File: src/rtl/apsel_pkg.sv
// Package apsel_pkg
// Shared constants for the autopoll address selector.
// Assumes a command byte made of an address field above a 4-bit op/register field.
package apsel_pkg;
    localparam int unsigned APSEL_ADDR_W = 4;
    localparam int unsigned APSEL_OPREG_W = 4;
    // Talk opcode 2'b11 in the upper pair, register 0 in the lower pair
    localparam logic [APSEL_OPREG_W-1:0] APSEL_TALK_R0 = 4'b1100;
endpackage

File: src/rtl/apsel_mask_clean.sv
// Module apsel_mask_clean
// Removes address 0 from the enrolled set and reports whether any device remains.
// Assumes bit n of the mask stands for device address n.
module apsel_mask_clean #(
    parameter int unsigned NDEV = 16
) (
    input  logic [NDEV-1:0] mask_i,
    output logic [NDEV-1:0] mask_o,
    output logic            any_o
);
    // Force the reserved address out of the set
    always_comb begin
        mask_o    = mask_i;
        mask_o[0] = 1'b0;
        any_o     = |mask_o;
    end
endmodule

File: src/rtl/apsel_next_pick.sv
// Module apsel_next_pick
// Keeps the current address or, when asked to move, finds the next enrolled
// address above it and wraps to the lowest enrolled one.
// Assumes the mask is already cleaned; the output address is meaningless for an empty mask.
module apsel_next_pick #(
    parameter int unsigned ADDR_W = 4,
    localparam int unsigned NDEV = 1 << ADDR_W
) (
    input  logic [NDEV-1:0]   mask_i,
    input  logic [ADDR_W-1:0] cand_i,
    input  logic              srq_move_i,
    output logic [ADDR_W-1:0] addr_o
);
    logic [NDEV-1:0]   above;
    logic [ADDR_W-1:0] hi_idx;
    logic              hi_any;
    logic [ADDR_W-1:0] lo_idx;
    logic              move;

    // Mark enrolled addresses strictly above the candidate
    genvar g;
    generate
        for (g = 0; g < NDEV; g++) begin : g_above
            assign above[g] = mask_i[g] && (ADDR_W'(g) > cand_i);
        end
    endgenerate

    // Lowest set bit above the candidate, and lowest set bit overall
    always_comb begin
        hi_idx = '0;
        hi_any = 1'b0;
        lo_idx = '0;
        for (int i = NDEV - 1; i >= 0; i--) begin
            if (above[i]) begin
                hi_idx = ADDR_W'(i);
                hi_any = 1'b1;
            end
            if (mask_i[i]) begin
                lo_idx = ADDR_W'(i);
            end
        end
    end

    // Choose between staying on the candidate and moving on
    always_comb begin
        move   = srq_move_i || !mask_i[cand_i];
        addr_o = cand_i;
        if (move) begin
            addr_o = hi_any ? hi_idx : lo_idx;
        end
    end
endmodule

File: src/rtl/apsel_cmd_form.sv
// Module apsel_cmd_form
// Builds the Talk-register-0 byte and suppresses it when there is nothing to
// poll or when it matches the command the transceiver already repeats.
// Assumes a suppressed result carries an all-zero command.
module apsel_cmd_form
    import apsel_pkg::*;
#(
    parameter int unsigned ADDR_W = 4,
    localparam int unsigned CMD_W = ADDR_W + APSEL_OPREG_W
) (
    input  logic [ADDR_W-1:0] addr_i,
    input  logic              any_i,
    input  logic [CMD_W-1:0]  last_cmd_i,
    output logic [CMD_W-1:0]  cmd_o,
    output logic              no_poll_o
);
    logic [CMD_W-1:0] formed;

    // Assemble the command and apply both suppression rules
    always_comb begin
        formed    = {addr_i, APSEL_TALK_R0};
        no_poll_o = !any_i || (formed == last_cmd_i);
        cmd_o     = no_poll_o ? '0 : formed;
    end
endmodule

File: src/rtl/autopoll_pick.sv
// Module autopoll_pick
// Top of the autopoll selector: samples its inputs on req_i, runs the
// combinational search and registers the result for one-cycle delivery.
// Assumes req_i is only raised while the bus is idle; results hold between requests.
module autopoll_pick
    import apsel_pkg::*;
#(
    parameter int unsigned ADDR_W = APSEL_ADDR_W,
    localparam int unsigned NDEV  = 1 << ADDR_W,
    localparam int unsigned CMD_W = ADDR_W + APSEL_OPREG_W
) (
    input  logic             clk,
    input  logic             rst_n,
    input  logic             req_i,
    input  logic [NDEV-1:0]  dev_mask_i,
    input  logic [CMD_W-1:0] last_poll_cmd_i,
    input  logic [CMD_W-1:0] last_cmd_i,
    input  logic             srq_i,
    output logic             valid_o,
    output logic             no_poll_o,
    output logic [CMD_W-1:0] poll_cmd_o
);
    logic [NDEV-1:0]   clean_mask;
    logic              mask_any;
    logic [ADDR_W-1:0] cand;
    logic              srq_move;
    logic [ADDR_W-1:0] pick_addr;
    logic [CMD_W-1:0]  next_cmd;
    logic              next_no_poll;

    // Candidate address and the service-request move condition
    always_comb begin
        cand     = last_poll_cmd_i[CMD_W-1 -: ADDR_W];
        srq_move = srq_i && (last_cmd_i == last_poll_cmd_i);
    end

    apsel_mask_clean #(.NDEV(NDEV)) u_clean (
        .mask_i (dev_mask_i),
        .mask_o (clean_mask),
        .any_o  (mask_any)
    );

    apsel_next_pick #(.ADDR_W(ADDR_W)) u_pick (
        .mask_i     (clean_mask),
        .cand_i     (cand),
        .srq_move_i (srq_move),
        .addr_o     (pick_addr)
    );

    apsel_cmd_form #(.ADDR_W(ADDR_W)) u_form (
        .addr_i     (pick_addr),
        .any_i      (mask_any),
        .last_cmd_i (last_cmd_i),
        .cmd_o      (next_cmd),
        .no_poll_o  (next_no_poll)
    );

    // Result register: capture on request, pulse valid, hold otherwise
    always_ff @(posedge clk) begin
        if (!rst_n) begin
            valid_o    <= 1'b0;
            no_poll_o  <= 1'b0;
            poll_cmd_o <= '0;
        end else begin
            valid_o <= req_i;
            if (req_i) begin
                no_poll_o  <= next_no_poll;
                poll_cmd_o <= next_cmd;
            end
        end
    end
endmodule

File: config.mk
export PLATFORM = sky130hd
export DESIGN_NAME = autopoll_pick
export DESIGN_NICKNAME = d
export VERILOG_FILES = /design/src/rtl/apsel_pkg.sv /design/src/rtl/apsel_mask_clean.sv /design/src/rtl/apsel_next_pick.sv /design/src/rtl/apsel_cmd_form.sv /design/src/rtl/autopoll_pick.sv
export SDC_FILE = /design/constraint.sdc
export NUM_CORES = 1
export LEC_CHECK = 0
export ABC_CLOCK_PERIOD_IN_PS = 4920
export BUFFER_PORTS_ARGS = -buffer_cell sky130_fd_sc_hd__buf_2
export CAP_MARGIN = 20
export CORE_AREA = 2 2 53 55
export DETAILED_ROUTE_END_ITERATION = 8
export DIE_AREA = 0 0 55 57
export PLACE_DENSITY = 0.83
export SYNTH_ARGS = -nofsm -noshare
export SYNTH_HDL_FRONTEND = slang
export SYNTH_SLANG_ARGS = --single-unit
File: constraint.sdc
create_clock -name clk -period 4.92 [get_ports clk]
set_input_delay 0.246 -clock clk [delete_from_list [all_inputs] [get_ports clk]]
set_output_delay 0.246 -clock clk [all_outputs]
set_load 0.005 [all_outputs]
==> summary.txt <==
Status
  • Status: complete, no violations

Die
  • Initial core utilization: 50.77%
  • Die W: 55 um
  • I/O pins: 46
  • Core area: 0.002615 mm^2
  • Die H: 57 um
  • Row count: 19
  • Full die area: 0.003135 mm^2

Worst setup path
  • WS Path Type: primary input to register
  • Crit path DAT: 3.12 ns
  • Critical path peak fanout: 23
  • Slowest stage delay, CP: 0.58 ns
  • Crit-path leading delay family: simple AND/OR/NAND/NOR gates
  • Critical path, cell by cell: buf_2, nor2_1, a31oi_1, nand4_1, or4b_1, o2111ai_1, o21ai_1, xnor2_1, nor4_4, o221a_1
  • Critical path launch point type: primary input
  • Nature of the critical path endpoint: register
  • Worst path bufs/invs: 1
  • Slowest CP cell: or4b_1
  • WP data required: 5.11 ns

Layout
  • Area grow syn2layout: 13.95%
  • FILL cells: 260
  • Final Cell Area: 0.001513 mm^2
  • Share of cells above drive strength 1: 29.86%
  • Antenna Cells: 0
  • Fin cells: 242
  • Number of nets in the layout: 248

Placement
  • Cell Area, Placed: 0.001486 mm^2
  • Cell total after placement: 238
  • RD Place Congestion: 0.9001
  • Port buffer count: 42
  • Dpl ws: 1.737 ns
  • HPWL Detailed: 2765 um

Timing
  • RSZ-0062 raised after global routing: false
  • Setup ws final: 1.991 ns
  • Final Cycle Share: 59.54%
  • Number of hold violations in the final report: 0
  • Fmax: 0.3414 GHz
  • Final setup viols: 0
  • Max-slew violations: 0
  • Period minus WS final: 2.929 ns
  • Clock skew: 0 ns
  • Final setup TNS: 0 ns

Global routing
  • Initial antenna violation count: 0
  • Congestion Overflow GR: 0
  • Gr usage total: 23.27%
  • First-pass GRT wire length: 5602 um
  • Vias in the first global route: 1280
  • Pin count of the biggest net entering global routing: 24

Job
  • MaxCap Viol Count: 0

Yosys
  • Syn_area_per_cell: 7.458 um^2
  • Post-synth ARST share: 0%
  • Warnings, synthesis: 0
  • EDFF count, synth: 0
  • Register area share after synthesis: 10.56%
  • Synthesized area: 0.001328 mm^2
  • Netlist cell types: 64
  • Synthesized instance count: 178
  • Post-synth top flop: dfxtp_1
  • Post-synthesis register bit count: 7

Clocking
  • Cts hold-fix bufs: 0
  • Clock Path Buffers: 2
  • H-tree levels: 1
  • Clock Sinks: 7
  • TritonCTS Buffers: 3
  • Clk slew on worst S/H paths: 0.05 ns
  • Worst-Skew Late Latency: 0.25 ns
  • Clock root buffer: clkbuf_4
  • CTS-repair resized insts: 0
  • Post CTS Setup Buffer Count: 0
  • CTS tree: done

Routing
  • Routed WL per cell: 14.83 um
  • Routed length on met1: 1476 um
  • Wire length on met3: 319 um
  • Routed WL: 3590 um
  • DRC Markers: 0
  • First DRT Iteration DRCs: 61
  • Number of vias in the routed layout: 1501
  • DRT Pass-1 Iters: 4
  • Metal2 WL: 1747 um
  • Top layer in use: met4
  • Routed Antenna Nets: 0
  • Vias per inst: 6.202

Min path
  • Worst hold path class: primary input to register

Power and ir drop
  • Peak VDD IR: 0.1188 mV
  • Power density cells: 164.9 mW/mm^2
  • Leakage Power: 0.6411 nW
==> per-layer routing <==
metal  vias up  track usage, %
li1        733               -
met1       676           31.27
met2        86           39.29
met3         6          0.7853
met4         0           7.666
met5         -               0
==> worst paths after layout <==
path | startpoint | to | slack (ns) | depth (start not counted)
max reg2reg | no_poll_o | no_poll_o | 4.25 | 1
max | last_poll_cmd_i[5] | no_poll_o | 1.99 | 10
min reg2reg | poll_cmd_o[7] | poll_cmd_o[7] | 0.45 | 2
min | req_i | valid_o | 0.25 | 2
==> synth_stat cells, types with 4 or more instances <==
cell type  instances  area share, %
a21oi_1            9            3.4
buf_4              6            3.4
dfxtp_1            7             11
inv_1              7            2.0
nand2_1           20            5.7
nand2b_1           4            1.9
nand3_1            7            2.6
nor2_1            14            4.0
nor2b_1            5            2.4
o21ai_0            7            2.6
o31ai_1            6            3.4
xor2_1             8            5.3
==> state kept, by name, indices dropped and copies added, names as in the netlist <==
name / cells
no_poll_o: 1
poll_cmd_o: 5
valid_o: 1
==> per-stage QoR <==
step	utilization [%]	hold WS (ns)	power, mW
6_report	57.85	0.2484	0.2494
2_1_floorplan	-	0.3677	0.1591
3_3_place_gp	56.84	0.4321	0.1942
4_1_cts	57.85	0.2468	0.2495
5_1_grt	57.85	0.2581	0.2667
3_5_place_dp	56.84	0.4406	0.1972
==> cells in the final DEF, fill, tap and decap left out, types with 3 or more instances in the layout <==
| cell type | Yosys | final |
|---|---|---|
| o22ai_1 | 3 | 3 |
| dfxtp_1 | 7 | 7 |
| o31ai_1 | 6 | 6 |
| o21ai_1 | 3 | 3 |
| nand2_1 | 20 | 20 |
| inv_1 | 7 | 7 |
| nand3_1 | 7 | 7 |
| mux2i_1 | 3 | 3 |
| o21ai_0 | 7 | 7 |
| mux4_2 | 3 | 3 |
| a21oi_1 | 9 | 9 |
| nand4_1 | 3 | 3 |
| nor2_1 | 14 | 14 |
| xor2_1 | 8 | 8 |
| a22oi_1 | 3 | 3 |
| nor2b_1 | 5 | 5 |
| buf_2 | 3 | 42 |
| nand2b_1 | 4 | 4 |
| clkbuf_4 | 0 | 3 |
==> report_power, final <==
part	switching, mW	leakage [nW]	total, mW	internal [mW]
combinational	0.0759	0.568	0.134	0.0580
sequential	0.00211	0.0579	0.0637	0.0616
clock	0.0208	0.0150	0.0518	0.0309
total	0.0989	0.641	0.249	0.151
==> area by class of cell <==
class	instances	area (um^2)	area share, %
repair buffers	42	210.2	13.90
multi-input cells	151	1071	70.80
clock buffers	4	26.28	1.737
inverters	7	26.28	1.737
well taps	31	38.79	2.564
flip-flops and latches	7	140.1	9.264
==> cells by family (layout without fill, tap and decap cells) <==
logic type / Yosys count / in the layout / share of synthesized area, %
AOI/OAI and AO/OA: 61 / 61 / 34.59
and+or+nand+nor: 71 / 71 / 29.88
buffers and inverters: 21 / 53 / 9.048
DFF: 7 / 7 / 10.56
xor gates and xnor gates: 10 / 10 / 7.164
other: 1 / 2 / 0.2825
muxes: 7 / 7 / 8.482
Note: power is estimated with default switching activity, not from simulation.
